<file path="src/rtl/maskgpio_pkg.sv">
package maskgpio_pkg;
  typedef enum logic [1:0] {
    SEL_NONE = 2'd0,
    SEL_DATA = 2'd1,
    SEL_DIR  = 2'd2
  } sel_e;
endpackage

</file>
<file path="src/rtl/maskgpio_decode.sv">
module maskgpio_decode
  import maskgpio_pkg::*;
#(
  parameter int NUM_PINS   = 8,
  parameter int ADDR_W     = 12,
  parameter int DIR_OFFSET = 'h400
) (
  input  logic [ADDR_W-1:0]   addr,
  output sel_e                sel,
  output logic [NUM_PINS-1:0] mask
);
  localparam int WORD_W = ADDR_W - 2;
  localparam int WIN_LO = NUM_PINS + 2;
  localparam logic [WORD_W-1:0] DIR_WORD = WORD_W'(DIR_OFFSET >> 2);

  logic in_window;
  logic is_dir;
  logic unused_byte_lanes;

  assign unused_byte_lanes = ^addr[1:0];
  assign mask      = addr[NUM_PINS+1:2];
  assign in_window = (addr[ADDR_W-1:WIN_LO] == '0);
  assign is_dir    = (addr[ADDR_W-1:2] == DIR_WORD);

  always_comb begin
    if (in_window)   sel = SEL_DATA;
    else if (is_dir) sel = SEL_DIR;
    else             sel = SEL_NONE;
  end
endmodule

</file>
<file path="src/rtl/maskgpio_sync.sv">
module maskgpio_sync #(
  parameter int WIDTH  = 8,
  parameter int STAGES = 2
) (
  input  logic             clk,
  input  logic             rst,
  input  logic [WIDTH-1:0] d,
  output logic [WIDTH-1:0] q
);
  logic [WIDTH-1:0] chain [STAGES];

  always_ff @(posedge clk) begin
    if (rst) chain[0] <= '0;
    else     chain[0] <= d;
  end

  for (genvar s = 1; s < STAGES; s++) begin : g_stage
    always_ff @(posedge clk) begin
      if (rst) chain[s] <= '0;
      else     chain[s] <= chain[s-1];
    end
  end

  assign q = chain[STAGES-1];
endmodule

</file>
<file path="src/rtl/maskgpio_regs.sv">
module maskgpio_regs #(
  parameter int NUM_PINS = 8
) (
  input  logic                clk,
  input  logic                rst,
  input  logic                data_we,
  input  logic                dir_we,
  input  logic [NUM_PINS-1:0] mask,
  input  logic [NUM_PINS-1:0] wval,
  output logic [NUM_PINS-1:0] latch_q,
  output logic [NUM_PINS-1:0] dir_q
);
  for (genvar i = 0; i < NUM_PINS; i++) begin : g_bit
    always_ff @(posedge clk) begin
      if (rst)                    latch_q[i] <= 1'b0;
      else if (data_we && mask[i]) latch_q[i] <= wval[i];
    end
  end

  always_ff @(posedge clk) begin
    if (rst)         dir_q <= '0;
    else if (dir_we) dir_q <= wval;
  end
endmodule

</file>
<file path="src/rtl/maskgpio_rdpath.sv">
module maskgpio_rdpath
  import maskgpio_pkg::*;
#(
  parameter int NUM_PINS = 8,
  parameter int DATA_W   = 32
) (
  input  logic                clk,
  input  logic                rst,
  input  logic                rd,
  input  sel_e                sel,
  input  logic [NUM_PINS-1:0] mask,
  input  logic [NUM_PINS-1:0] latch_q,
  input  logic [NUM_PINS-1:0] dir_q,
  input  logic [NUM_PINS-1:0] pins_sync,
  output logic [DATA_W-1:0]   rdata
);
  localparam int PAD_W = DATA_W - NUM_PINS;

  logic [NUM_PINS-1:0] live;
  logic [NUM_PINS-1:0] pick;

  assign live = (dir_q & latch_q) | (~dir_q & pins_sync);

  always_comb begin
    unique case (sel)
      SEL_DATA: pick = live & mask;
      SEL_DIR:  pick = dir_q;
      default:  pick = '0;
    endcase
  end

  always_ff @(posedge clk) begin
    if (rst)     rdata <= '0;
    else if (rd) rdata <= {{PAD_W{1'b0}}, pick};
  end
endmodule

</file>
<file path="src/rtl/maskgpio_port.sv">
module maskgpio_port
  import maskgpio_pkg::*;
#(
  parameter int NUM_PINS    = 8,
  parameter int ADDR_W      = 12,
  parameter int DATA_W      = 32,
  parameter int SYNC_STAGES = 2,
  parameter int DIR_OFFSET  = 'h400
) (
  input  logic                clk,
  input  logic                rst,
  input  logic [ADDR_W-1:0]   bus_addr,
  input  logic                bus_wr,
  input  logic [DATA_W-1:0]   bus_wdata,
  input  logic                bus_rd,
  output logic [DATA_W-1:0]   bus_rdata,
  input  logic [NUM_PINS-1:0] pin_in,
  output logic [NUM_PINS-1:0] pin_out,
  output logic [NUM_PINS-1:0] pin_oe
);
  sel_e                sel;
  logic [NUM_PINS-1:0] mask;
  logic [NUM_PINS-1:0] latch_q;
  logic [NUM_PINS-1:0] dir_q;
  logic [NUM_PINS-1:0] pins_sync;
  logic                unused_wdata_hi;

  assign unused_wdata_hi = ^bus_wdata[DATA_W-1:NUM_PINS];

  maskgpio_decode #(
    .NUM_PINS(NUM_PINS), .ADDR_W(ADDR_W), .DIR_OFFSET(DIR_OFFSET)
  ) u_decode (
    .addr(bus_addr), .sel(sel), .mask(mask)
  );

  maskgpio_sync #(
    .WIDTH(NUM_PINS), .STAGES(SYNC_STAGES)
  ) u_sync (
    .clk(clk), .rst(rst), .d(pin_in), .q(pins_sync)
  );

  maskgpio_regs #(
    .NUM_PINS(NUM_PINS)
  ) u_regs (
    .clk(clk), .rst(rst),
    .data_we(bus_wr && (sel == SEL_DATA)),
    .dir_we(bus_wr && (sel == SEL_DIR)),
    .mask(mask),
    .wval(bus_wdata[NUM_PINS-1:0]),
    .latch_q(latch_q), .dir_q(dir_q)
  );

  maskgpio_rdpath #(
    .NUM_PINS(NUM_PINS), .DATA_W(DATA_W)
  ) u_rdpath (
    .clk(clk), .rst(rst), .rd(bus_rd), .sel(sel), .mask(mask),
    .latch_q(latch_q), .dir_q(dir_q), .pins_sync(pins_sync),
    .rdata(bus_rdata)
  );

  assign pin_out = latch_q;
  assign pin_oe  = dir_q;
endmodule

</file>
<file path="config.mk">
export PLATFORM = sky130hd
export DESIGN_NAME = maskgpio_port
export DESIGN_NICKNAME = d
export VERILOG_FILES = /design/src/rtl/maskgpio_pkg.sv /design/src/rtl/maskgpio_decode.sv /design/src/rtl/maskgpio_sync.sv /design/src/rtl/maskgpio_regs.sv /design/src/rtl/maskgpio_rdpath.sv /design/src/rtl/maskgpio_port.sv
export SDC_FILE = /design/constraint.sdc
export NUM_CORES = 1
export LEC_CHECK = 0
export BUFFER_PORTS_ARGS = -buffer_cell sky130_fd_sc_hd__buf_4
export CORE_MARGIN = 2
export CORE_UTILIZATION = 48
export DETAILED_ROUTE_END_ITERATION = 10
export GPL_TIMING_DRIVEN = 0
export PLACE_DENSITY = 0.85
export SLEW_MARGIN = 20
export SYNTH_ARGS = -nofsm -noshare
export SYNTH_HDL_FRONTEND = slang
export SYNTH_SLANG_ARGS = --single-unit
</file>
<file path="constraint.sdc">
create_clock -name clk -period 3.51 [get_ports clk]
set_input_delay 0.702 -clock clk [delete_from_list [all_inputs] [get_ports clk]]
set_output_delay 0.702 -clock clk [all_outputs]
set_load 0.05 [all_outputs]
</file>
* Word-level counts from Yosys, hierarchy flattened
Memory sizes are Yosys's and may differ from the RTL's. Index checks and enable logic that the tools add are counted.
Operators by class: multiplexer cells 8, reductions and logical operators 11, equal/unequal tests 3, bitwise operators 7
Operators by type and width (count):
- $and 8x8->8 | 3
- $mux 8 | 2
- $pmux 8 s2 | 1
- $eq 10x9->1 const B | 1
- $logic_and 1x1->1 | 10
- $not 8->8 | 1
- $or 8x8->8 | 1
- $mux 2 | 2
- $mux 1 | 3
- $eq 2x1->1 const B | 1
- $eq 2x2->1 const B | 1
- $logic_not 2->1 | 1
- $or 1x1->1 | 2
Word-level totals: bits in registers 24, memories 1, logic and storage cells 40, RAM bits 16
Memories:
- u_sync.chain | depth 2, width 8, read ports 2, clocked after memory_dff 0, write ports 2, line maskgpio_sync.sv:10 | logic [WIDTH-1:0] chain [STAGES];

* Logic depth before layout (Yosys ltp)
Gate-level depths: netlist of the first run.
word-level depth 6, gate-level depth with buffers 5, mapped depth without buffers 3

* Hierarchy
From an unflattened synthesis of the first run, not the netlist that was laid out.
Second synthesis, totals: cell total of the unflattened synthesis 191, area, all modules 1906.8 µm²
By module, submodules not included:
- maskgpio_rdpath | sequential area each 160.2 µm², cells each 82, area each 686.9 µm², times used 1
- maskgpio_regs | sequential area each 320.3 µm², cells each 61, area each 636.9 µm², times used 1
- maskgpio_sync | sequential area each 320.3 µm², cells each 33, area each 464.2 µm², times used 1
- maskgpio_decode | sequential area each 0.0 µm², cells each 13, area each 101.3 µm², times used 1
- maskgpio_port | sequential area each 0.0 µm², cells each 2, area each 17.5 µm², times used 1

* Least setup slack after synthesis of the first run
No wires, ideal clock.
path kind input -> register, start point in bus_wr, end point reg u_regs.latch_q[1], library setup time 0.132 ns, slack 1.801 ns, stages 5, buffers on the path 2, arrival time 1.577 ns, path through buf_2 -> or3b_1 -> clkbuf_1 -> o21ai_0 -> a21oi_1
Between the ends: longest elaborated chain between the ends 2
RTL lines:
- start: declaration | line maskgpio_port.sv:13 | input logic bus_wr,
- $logic_and 1x1->1 | line maskgpio_port.sv:46 | .data_we(bus_wr && (sel == SEL_DATA)),
- $logic_and 1x1->1 | line maskgpio_regs.sv:16 | else if (data_we && mask[i]) latch_q[i] <= wval[i];
- end signal: indexed assignment | line maskgpio_regs.sv:16
- end: declaration | line maskgpio_regs.sv:10 | output logic [NUM_PINS-1:0] latch_q,
Every way passes these cells. A chain may end at the register's enable or synchronous reset.

* Worst setup path in the final report of the first run
start point in bus_addr[11], end point reg u_rdpath.rdata[1]
Between the ends: longest elaborated chain between the ends 5
RTL lines:
- start: declaration | line maskgpio_port.sv:12 | input logic [ADDR_W-1:0] bus_addr,
- $eq 10x9->1 | line maskgpio_decode.sv:23 | assign is_dir = (addr[ADDR_W-1:2] == DIR_WORD);
- $mux 2 | line maskgpio_decode.sv:27 | else if (is_dir) sel = SEL_DIR;
- $mux 2 (*) | line maskgpio_decode.sv:26 | if (in_window) sel = SEL_DATA;
- $eq 2x2->1 / $eq 2x1->1 (equally long branches) | line maskgpio_rdpath.sv:25 | unique case (sel)
- $pmux 8 s2 (*) | line maskgpio_rdpath.sv:25
- end signal: assignment | line maskgpio_rdpath.sv:34 | else if (rd) rdata <= {{PAD_W{1'b0}}, pick};
- end: declaration | line maskgpio_rdpath.sv:15 | output logic [DATA_W-1:0] rdata
Mark *: on every way between the ends. The rest lies on a longest branch, timed or not.

==> run metrics, run 1 <==
Synthesis Warnings 0; I/O Buffers 50; Via density 4.920; Netlist Area Pre-Place 1896 um2; P&R area growth vs syn 32.41%; H-tree levels 2; routed len/inst 14.08 um; setup violators final 0; Hold/Removal Path Class reg -> reg; Critical Path Fanout Max 10; final period utilization 49.82%; Pwr Density 395.4 nW/um2; switching share of total power 30.22%; largest net degree at the start of global routing 13; highest clock rate 0.5718 GHz; Max Clock Skew 0.008476 ns; post-CTS sizing 0; library cells used by synthesis 25; DR iter-0 viols 151; Die Ht 66.84 um; Crit path arrival time 1.94 ns; postcts setup bufs 0; synthesis-stage register bit count 40; Layout Cells excl Fill 325; Mapped Cells 196; antenna violations before repair 0; top post-synthesis cells by area dfxtp_1, buf_4, nand2b_1; CTS clock-pin slew for the worst setup and hold paths 0.08 ns; hold depth 1; Setup CP Type in -> reg; DRC violations left 0; Antenna Nets Post-Route 0; Max clock buf depth 2; Synth area leader dfxtp_1; most common cell in the netlist dfxtp_1; initial core utilization 51.01%; first-pass GRT wire length 7224 um; P_int 0.6925 mW; outcome finished, final reports clean; area share of the largest cell type after synthesis 42.24%; final net count 332; Initial DRT Pass Iterations 4; synthesized area per cell 9.671 um2; Main synth FF type dfxtp_1; Cell Rows 22; max_slew headroom 52.02%; Seq pwr share 47.6%; total wire length 4577 um; Total Power 0.9923 mW; Post-CTS Hold Buffers 0; crit path launch type input port; Root Buffer clkbuf_8; Final Critical Period 1.749 ns; CTS Buf Count 5; clk sinks 40; P_sw 0.2999 mW; TNS Setup 0 ns; Slew Limit Fails 0; path depth of the worst reg2reg path 3; Worst Tran Pin Value 0.7197 ns; via count 1599; total of max-cap violations 0; Ant. Diodes 0; number of global-route vias before repair 1548; die area 4468 um2; clk_lat worst skew 0.30 ns; GRT Total Usage 22.32%; final hold viol count 0; worst path required time 3.70 ns; width of the die 66.84 um; Clock power frac 32.0%; Final WS setup 1.761 ns; Post-synth ARST share 0%; gpl congestion 0.7517; Final Util 67.54%; Gate power share 20.4%; pre-CTS WS 1.446 ns; Critical Path End Type register; leakage power 1.088 nW; synth cell count leaders dfxtp_1, buf_4, nand2b_1; # IOs 104; Worst VDD drop 202.2 uV; Placeable Area 3716 um2; post-synthesis sequential area ratio 42.24%; ratio of cells with drive above 1 in the final layout 36.10%; gr ovfl total 0; RSZ-0062 raised after global routing false; CTS tree done; DP Cell Count 317; Post-DP HPWL 3353 um; number of synthesized flops with an enable pin 0
[area by class of cell]
| type | instances | area (um2) |
|---|---|---|
| well taps | 48 | 60.06 |
| plain buffers | 35 | 230.2 |
| clock inverters | 2 | 10.01 |
| multi-input cells | 135 | 917.1 |
| repair buffers | 50 | 375.4 |
| fillers | 316 | 1206 |
| flip-flops and latches | 40 | 800.8 |
| clock buffers | 6 | 82.58 |
| inverters | 9 | 33.78 |
[state kept, by name, summed over array words and instances, names as in the netlist]
signal / count
u_regs.dir_q: 8
u_regs.latch_q: 8
u_rdpath.rdata: 8
u_sync.chain: 16
[layout by cell type, fill, tap and decap left out, types with 7 or more instances in the layout]
cell        n
a21oi_1     8
nand3_1     8
o21ai_1     7
inv_1       8
a2111oi_2   7
nor2b_1    16
mux2i_1     8
nand4_1     8
a311oi_1    8
nor2_1      9
conb_1     24
dfxtp_1    40
nand2b_1   24
buf_4      75
[worst max-delay path: stages]
cell,delay [ns]
buf_4,0.13
nor2_2,0.27
buf_2,0.31
nand3_1,0.14
a2111oi_2,0.38
[metrics by stage]
stage | hold WS, ns | cell area (um2)
CTS | 0.4422 | 2510
floorplan | 0.4138 | 1982
global route | 0.4559 | 2510
global placement | 0.4153 | 2417
finish | 0.4420 | 2510
detailed placement | 0.4247 | 2417
[path summary, 6_finish.rpt]
path         slack [ns]                 end          startpoint
max reg2reg        2.46   u_rdpath.rdata[1]   u_regs.latch_q[1]
min reg2reg        0.44  u_sync.chain[1][4]  u_sync.chain[0][4]
min                0.44  u_sync.chain[1][4]  u_sync.chain[0][4]
max                1.76   u_rdpath.rdata[1]        bus_addr[11]
[power groups by stage]
stage,clock network [mW],registers (mW),logic (mW)
2_1_floorplan,0,0.500,0.128
3_3_place_gp,0,0.482,0.199
3_5_place_dp,0,0.483,0.202
4_1_cts,0.321,0.472,0.202
5_1_grt,0.344,0.473,0.215
6_report,0.317,0.472,0.203
[routing by layer]
layer / share of wire [%] / GRT usage, %
met5: 0 / 0
met2: 50 / 37.25
met3: 9.0 / 6.757
met1: 40 / 26.51
met4: 0.79 / 9.184
[cells by family after synthesis]
kind of cell | after synthesis | share of synthesized area (%)
AND/OR/NAND/NOR | 70 | 23.37
buffers and inverters | 44 | 13.93
flip-flops | 40 | 42.24
AO/OA/AOI/OAI | 33 | 16.04
multiplexers | 8 | 4.225
other | 1 | 0.1978
No activity file was read; power rests on OpenSTA's default activity.
==> inputs of run 2 (changes only) <==
Settings changed: CORE_UTILIZATION 48 to 40, PLACE_DENSITY 0.85 to 0.76.
Clock period 3.51 ns to 1.5 ns, I/O delays scaled along.
==> run metrics, run 2 (same netlist as run 1, synthesis figures left out) <==
DR iter-0 viols 85 (was 151); Total Power 2.315 mW (was 0.9923 mW); routed len/inst 13.46 um (was 14.08 um); Cell Rows 25 (was 22); Root Buffer clkbuf_8 (unchanged); Slew Limit Fails 0 (unchanged); Crit path arrival time 1.50 ns (was 1.94 ns); antenna violations before repair 0 (unchanged); crit path launch type input port (unchanged); Antenna Nets Post-Route 0 (unchanged); ratio of cells with drive above 1 in the final layout 35.38% (was 36.10%); leakage power 1.082 nW (was 1.088 nW); Final Critical Period 1.307 ns; die area 5306 um2 (was 4468 um2); H-tree levels 2 (unchanged); Post-DP HPWL 3272 um (was 3353 um); P&R area growth vs syn 32.67% (was 32.41%); clk_lat worst skew 0.29 ns (was 0.30 ns); total wire length 4455 um (was 4577 um); Worst Tran Pin Value 0.7422 ns (was 0.7197 ns); post-CTS sizing 0 (unchanged); Initial DRT Pass Iterations 4 (unchanged); gpl congestion 0.7790 (was 0.7517); Setup CP Type in -> reg (unchanged); Die Ht 72.84 um (was 66.84 um); CTS clock-pin slew for the worst setup and hold paths 0.07 ns (was 0.08 ns); final net count 332 (unchanged); Crit path max-delay family buffers and inverters (unchanged); total of max-cap violations 0 (unchanged); max_slew headroom 50.52% (was 52.02%); RSZ-0062 raised after global routing false (unchanged); Critical Path End Type register (unchanged); Pwr Density 920.6 nW/um2 (was 395.4 nW/um2); clk sinks 40 (unchanged); setup violators final 0 (unchanged); path depth of the worst reg2reg path 3 (unchanged); Worst VDD drop 378.8 uV (was 202.2 uV); CTS Buf Count 5 (unchanged); Final WS setup 0.1930 ns (was 1.761 ns); Via density 4.764 (was 4.920); commonest cells after routing, fill and taps aside buf_4, dfxtp_1, nand2b_1, conb_1, nor2b_1 (unchanged); highest clock rate 0.7651 GHz; largest net degree at the start of global routing 12 (was 13); via count 1577 (was 1599); final period utilization 87.13%; Critical Path, Cell by Cell buf_4, nor2_2, buf_2, nand3_1, a2111oi_2 (unchanged); max reg flops 16 (unchanged); Largest Register u_sync.chain (unchanged); Levels on crit path 5 (unchanged); # IOs 104 (unchanged); number of global-route vias before repair 1472 (was 1548); Largest stage delay, worst path 0.36 ns (was 0.38 ns); I/O Buffers 50 (unchanged); Max clock buf depth 2 (unchanged); design area 2515 um2 (was 2510 um2); Placeable Area 4661 um2 (was 3716 um2); postcts setup bufs 0 (unchanged); final hold viol count 0 (unchanged); Critical Path Fanout Max 10 (unchanged); CTS tree done (unchanged); Post-CTS Hold Buffers 0 (unchanged); hold_ws 0.2100 ns (was 0.4420 ns); DRC violations left 0 (unchanged); Post-DP Area 2425 um2 (was 2417 um2); hold depth 2 (was 1); DP Cell Count 323 (was 317); Layout Cells excl Fill 331 (was 325); TNS Setup 0 ns (unchanged); first-pass GRT wire length 7024 um (was 7224 um); outcome finished, final reports clean (unchanged); Buf/Inv on CP 2 (unchanged); gr ovfl total 0 (unchanged); worst path required time 1.69 ns (was 3.70 ns); commonest non-fill, non-tap cell in the layout buf_4 (unchanged); Crit-path slowest cell a2111oi_2 (unchanged); Ant. Diodes 0 (unchanged); Final Util 53.96% (was 67.54%); worst reg2reg setup slack 0.48 ns (was 2.46 ns); pre-CTS WS -0.1346 ns (was 1.446 ns); Hold/Removal Path Class in -> reg (was reg -> reg); Max Clock Skew 0.004224 ns (was 0.008476 ns); GRT Total Usage 17.70% (was 22.32%); initial core utilization 40.67% (was 51.01%); width of the die 72.84 um (was 66.84 um)
run 2: cell type report:
cell class                 count  area (um2)
buffer                        35       230.2
clock buffer                   8       90.09
timing repair buffer          50       375.4
inverter                       9       33.78
multi-input combinational    135       917.1
tap                           54       67.56
fill                         456        2146
sequential                    40       800.8
run 2: power breakdown:
part	internal [mW]	switching [mW]
clock	0.375	0.364
sequential	1.09	0.0116
combinational	0.160	0.311
run 2: layer usage:
layer	routed length, um	up-vias	share of wire (%)	global-route usage (%)
met5	0	-	0	0
met4	75	0	1.7	8.025
met3	330	7	7.4	4.420
met2	2196	66	49	29.60
met1	1852	717	42	21.39
li1	-	787	-	-
run 2: path summary, 6_finish.rpt:
check	end	start
max	u_rdpath.rdata[4]	bus_addr[11]
max reg2reg	u_rdpath.rdata[6]	u_regs.latch_q[6]
min	u_sync.chain[0][6]	pin_in[6]
min reg2reg	u_sync.chain[1][3]	u_sync.chain[0][3]
